$ cat config.mk
export PLATFORM = sky130hd
export DESIGN_NAME = conv_irq_status
export DESIGN_NICKNAME = d
export VERILOG_FILES = /design/src/rtl/conv_irq_status.sv
export SDC_FILE = /design/constraint.sdc
export NUM_CORES = 1
export LEC_CHECK = 0
export ABC_AREA = 1
export CAP_MARGIN = 20
export CORE_MARGIN = 2
export CORE_UTILIZATION = 63
export CTS_BUF_LIST = sky130_fd_sc_hd__clkbuf_16
export DETAILED_ROUTE_END_ITERATION = 6
export DONT_BUFFER_PORTS = 1
export GPL_ROUTABILITY_DRIVEN = 0
export GPL_TIMING_DRIVEN = 0
export PLACE_DENSITY = 0.79
export SYNTH_ARGS = -nofsm -noshare
export SYNTH_HDL_FRONTEND = slang
export SYNTH_SLANG_ARGS = --single-unit
$ cat constraint.sdc
create_clock -name clk -period 1.3 [get_ports clk]
set_input_delay 0 -clock clk [delete_from_list [all_inputs] [get_ports clk]]
set_output_delay 0 -clock clk [all_outputs]
set_load 0.02 [all_outputs]
$ cat src/rtl/conv_irq_status.sv
module conv_irq_status #(
  parameter int DW = 16,
  parameter int NJ = 4,
  parameter int AW = 4,
  parameter int BW = 32,
  localparam int JW = (NJ > 1) ? $clog2(NJ) : 1
) (
  input  logic          clk,
  input  logic          rst_n,
  input  logic          ev_ready,
  input  logic          ev_eosmp,
  input  logic          ev_eoc,
  input  logic [DW-1:0] ev_data,
  input  logic          ev_eos,
  input  logic          ev_jeoc,
  input  logic [JW-1:0] ev_jslot,
  input  logic [DW-1:0] ev_jdata,
  input  logic          ev_jeos,
  input  logic [2:0]    ev_awd,
  input  logic          ev_qovf,
  input  logic          keep_old,
  input  logic          bus_sel,
  input  logic          bus_wr,
  input  logic [AW-1:0] bus_addr,
  input  logic [BW-1:0] bus_wdata,
  output logic [BW-1:0] bus_rdata,
  output logic          irq
);
  localparam int NF = 11;
  localparam logic [AW-1:0] A_FLAG = AW'(0);
  localparam logic [AW-1:0] A_IEN  = AW'(1);
  localparam logic [AW-1:0] A_CTL  = AW'(2);
  localparam logic [AW-1:0] A_DR   = AW'(3);
  localparam logic [AW-1:0] A_JB   = AW'(4);
  localparam logic [AW-1:0] A_JE   = AW'(4 + NJ);

  logic [NF-1:0] flag_q, ien_q, ev_set, w1c;
  logic          ctl_en_q;
  logic [DW-1:0] dr_q;
  logic [DW-1:0] jdr_q [NJ];

  wire rd     = bus_sel & ~bus_wr;
  wire wr     = bus_sel & bus_wr;
  wire rd_dr  = rd && (bus_addr == A_DR);
  wire rd_jdr = rd && (bus_addr >= A_JB) && (bus_addr < A_JE);
  wire wr_flg = wr && (bus_addr == A_FLAG);
  wire [JW-1:0] jsel = JW'(bus_addr - A_JB);

  wire eoc_clr = (wr_flg & bus_wdata[2]) | rd_dr;
  wire ovr     = ev_eoc & flag_q[2] & ~eoc_clr;

  assign ev_set = {ev_qovf, ev_awd, ev_jeos, ev_jeoc, ovr,
                   ev_eos, ev_eoc, ev_eosmp, ev_ready & ctl_en_q};

  always_comb begin
    w1c = wr_flg ? bus_wdata[NF-1:0] : '0;
    w1c[2] = w1c[2] | rd_dr;
    w1c[5] = w1c[5] | rd_jdr;
  end

  always_ff @(posedge clk or negedge rst_n) begin
    if (!rst_n) begin
      flag_q   <= '0;
      ien_q    <= '0;
      ctl_en_q <= 1'b0;
      irq      <= 1'b0;
    end else begin
      flag_q <= ev_set | (flag_q & ~w1c);
      irq    <= |(flag_q & ien_q);
      if (wr && bus_addr == A_IEN) ien_q <= bus_wdata[NF-1:0];
      if (wr && bus_addr == A_CTL) ctl_en_q <= bus_wdata[0];
    end
  end

  always_ff @(posedge clk or negedge rst_n) begin
    if (!rst_n)                      dr_q <= '0;
    else if (ev_eoc && !(ovr && keep_old)) dr_q <= ev_data;
  end

  for (genvar k = 0; k < NJ; k++) begin : g_jslot
    always_ff @(posedge clk or negedge rst_n) begin
      if (!rst_n)                              jdr_q[k] <= '0;
      else if (ev_jeoc && ev_jslot == JW'(k))  jdr_q[k] <= ev_jdata;
    end
  end

  always_comb begin
    bus_rdata = '0;
    if (rd) begin
      if (bus_addr == A_FLAG)     bus_rdata[NF-1:0] = flag_q;
      else if (bus_addr == A_IEN) bus_rdata[NF-1:0] = ien_q;
      else if (bus_addr == A_CTL) bus_rdata[0]      = ctl_en_q;
      else if (rd_dr)             bus_rdata[DW-1:0] = dr_q;
      else if (rd_jdr)            bus_rdata[DW-1:0] = jdr_q[jsel];
    end
  end
endmodule


==> impl_metrics.env <==
export IMPL_die_area_sq_mm=0.00871
export IMPL_clk_latency_ns=0.35
export IMPL_rows=32
export IMPL_yosysWarnings=0
export IMPL_cp_num_cells=4
export IMPL_cp_end_kind="primary output"
export IMPL_finalPower_mw=7.96
export IMPL_io_buffer_count=0
export IMPL_wirelength_microns=15300
export IMPL_die_w_microns=93.3
export IMPL_grt_pass1_wl_microns=23100
export IMPL_clkTransAtPathRegs_ns=0.07
export IMPL_die_y_microns=93.3
export IMPL_tritoncts="yes"
export IMPL_drive_above_1_share_pct=15.7
export IMPL_grt_overflow_total=0
export IMPL_synth_edf_count=0
export IMPL_postSynthAreaPerCell_sq_um=7.97
export IMPL_crit_family="flip-flops"
export IMPL_cp_start_kind="register"
export IMPL_ys_seq_area_share_pct=51.8
export IMPL_core_area_sq_mm=0.00773
export IMPL_worst_path_largest_cell_delay_ns=0.42
export IMPL_yosys_top_cells_count="221 x nand2_1, 104 x dfrtp_1, 93 x o21ai_0"
export IMPL_min_path_type="in -> async"
export IMPL_detail_route_wl_per_cell_microns=18.2
export IMPL_cts_buffers=9
export IMPL_crit_path_end="bus_rdata[2]"
export IMPL_required_ns=1.30
export IMPL_yosysMostFrequentCell="nand2_1"
export IMPL_worstSetupStartpoint="flag_q[2]$_DFF_PN0_"
export IMPL_irDropWorstVdd_v=0.00120
export IMPL_syn_to_final_growth_pct=26.1
export IMPL_grt_pass1_vias=4748
export IMPL_async_flop_share_pct=100
export IMPL_io_pin_count=118
export IMPL_critPathSlowestCell="dfrtp_1"
export IMPL_rsz0062_at_grt="yes"
export IMPL_first_pass_iters=6
export IMPL_synth_area_top_cells="dfrtp_1 52%, nand2_1 17%, o21ai_0 9.3%"
export IMPL_design_area_sq_mm=0.00634
export IMPL_p_leak_nw=3.22
export IMPL_ys_flop_type="dfrtp_1"
export IMPL_hold_buffers=64
export IMPL_synth_seq_cells=104
export IMPL_drv_slew=0
export IMPL_fin_nets=820
export IMPL_netlist_instances=631
export IMPL_path_class="reg -> out"
export IMPL_synth_area_sq_mm=0.00503
export IMPL_p_per_area_mw_per_mm2=1260
export IMPL_final_setup_viol_count=14
export IMPL_route_vias_total=4909
export IMPL_synth_top_cell_by_area="dfrtp_1"
export IMPL_worstPathArrival_ns=1.40
export IMPL_synth_cell_types=29
export IMPL_regToRegEndpoint="flag_q[3]$_DFF_PN0_"
export IMPL_instances_no_fill=842
export IMPL_antenna_cells=0
export IMPL_setup_slack_ns=-0.0973
export IMPL_cts_sinks=104
export IMPL_worst_slew_pin_slew_ns=0.513
export IMPL_clock_skew_ns=0.00725
export IMPL_clock_fmax_mhz=716
export IMPL_cts_root_buf="clkbuf_16"
export IMPL_failed_checks="negative hold slack, negative setup slack"
export IMPL_drc=0
export IMPL_cap_violations=0
export IMPL_grt_usage_pct=34.5
export IMPL_vias_per_cell=5.83
export IMPL_dp_cells=748
export IMPL_hold_viol=104
export IMPL_antenna_found_initial=0
export IMPL_grt_max_degree=105
export IMPL_initialDrtViolationCount=484
export IMPL_utilization_pct=82.0
export IMPL_ctsHtreeMaxLevel=3
export IMPL_holdWs_ns=-0.655
export IMPL_crit_buf_inv=2
export IMPL_r2r_cells=3
export IMPL_place_area_sq_mm=0.00521
export IMPL_slew_headroom_pct=65.8
export IMPL_min_period_ns=1.40
export IMPL_cp_cell_sequence="o21ai_0, inv_1, nand2_2, inv_2"
export IMPL_worstPathMaxFanout=3
export IMPL_floorplan_initialDensity_pct=65.0
export IMPL_finalCritPeriodShare_pct=107
export IMPL_yosysTopAreaCellShare_pct=51.8
export IMPL_antenna_left=0
export IMPL_reg2reg_slack_ns=0.03
export IMPL_r2r_start="flag_q[3]$_DFF_PN0_"
export IMPL_place_hpwl_microns=8740
export IMPL_cts_buffer_depth=2
export IMPL_status="complete, but fails checks"
## flip-flops by register name, summed over array words and instances, names as in the netlist
signal and count:
ien_q 11, dr_q 16, ctl_en_q 1, irq 1, jdr_q 64, flag_q 11
## worst min-delay path by stage
stage | startpoint | end | slack, ns | depth (start not counted)
6_report | rst_n | jdr_q[2]$_DFFE_PN0P_ | -0.66 | 0
5_1_grt | rst_n | jdr_q[55]$_DFFE_PN0P_ | -0.66 | 0
4_1_cts | rst_n | flag_q[10]$_DFF_PN0_ | -0.66 | 0
3_5_place_dp | rst_n | jdr_q[2]$_DFFE_PN0P_ | -0.29 | 0
3_3_place_gp | rst_n | jdr_q[4]$_DFFE_PN0P_ | -0.29 | 0
2_1_floorplan | rst_n | ctl_en_q$_DFFE_PN0P_ | -0.30 | 0
## worst reg2reg max path: cells and delay by family, from the launching register on
family | cells | cell delay (ns)
buf+inv | 1 | 0.57
flops | 1 | 0.41
simple gates | 1 | 0.10
compound gates | 1 | 0.08
## power by group
group	internal (mW)	leakage, nW	switching (mW)	total [mW]
Combinational	0.586	1.83	0.764	1.35
Clock	1.32	0.133	1.28	2.60
Sequential	3.70	1.26	0.308	4.01
## area by class of cell
type,instances,area (sq um)
buffer,44,264
clock buffer,9,225
clock inverter,7,52.6
fill,455,1390
inverter,66,254
multi-input combinational,432,2070
sequential,104,2600
tap,102,128
timing repair buffer,78,746
## cells in the final DEF (no fill, tap or decap), drive strengths merged
cell type,netlist,layout
a211oi,1,1
clkinv,1,4
a21oi,11,11
nand4,16,16
inv,65,67
nand2,225,225
dfrtp,104,104
nor2,9,9
o21ai,93,93
conb,1,16
clkinvlp,0,2
clkbuf,16,27
nand3,47,47
a221oi,1,1
a22o,5,5
a21o,1,1
a21boi,1,1
dlygate4sd3,0,64
buf,28,40
o211ai,1,1
nor3,1,1
mux2,3,3
or2,1,1
## kinds of logic after synthesis
group / count (synthesis) / share of synthesized area [%]
other: 1 / 0.0746
AO/OA/AOI/OAI: 114 / 12.0
multiplexers: 3 / 0.672
AND/OR/NAND/NOR: 299 / 25.6
flip-flops: 104 / 51.8
buffers and inverters: 110 / 9.86
## stage by stage
step	TNS, ns	setup WS [ns]
finish	-0.587	-0.0973
global route	-1.41	-0.156
CTS	-0.0323	-0.0207
detailed placement	-0.0311	-0.0311
global placement	-0.0349	-0.0302
floorplan	0	0.319
## per-layer routing
metal	share of wire, %	global-route usage, %	up-vias	wire length (microns)
li1	-	-	2202	-
met1	37	43.9	2299	5730
met2	48	56.8	340	7380
met3	10	8.06	68	1590
met4	3.9	15.0	0	599
met5	0	0	-	0
## repair_timing
action / in CTS / in global routing
setup buffers: 0 / 14
resized for setup: 4 / 59
setup endpoints to repair: 6 / 64
hold endpoints to repair: 207 / 104
pin swaps: 5 / 22
No activity file was read; power rests on OpenSTA's default activity.
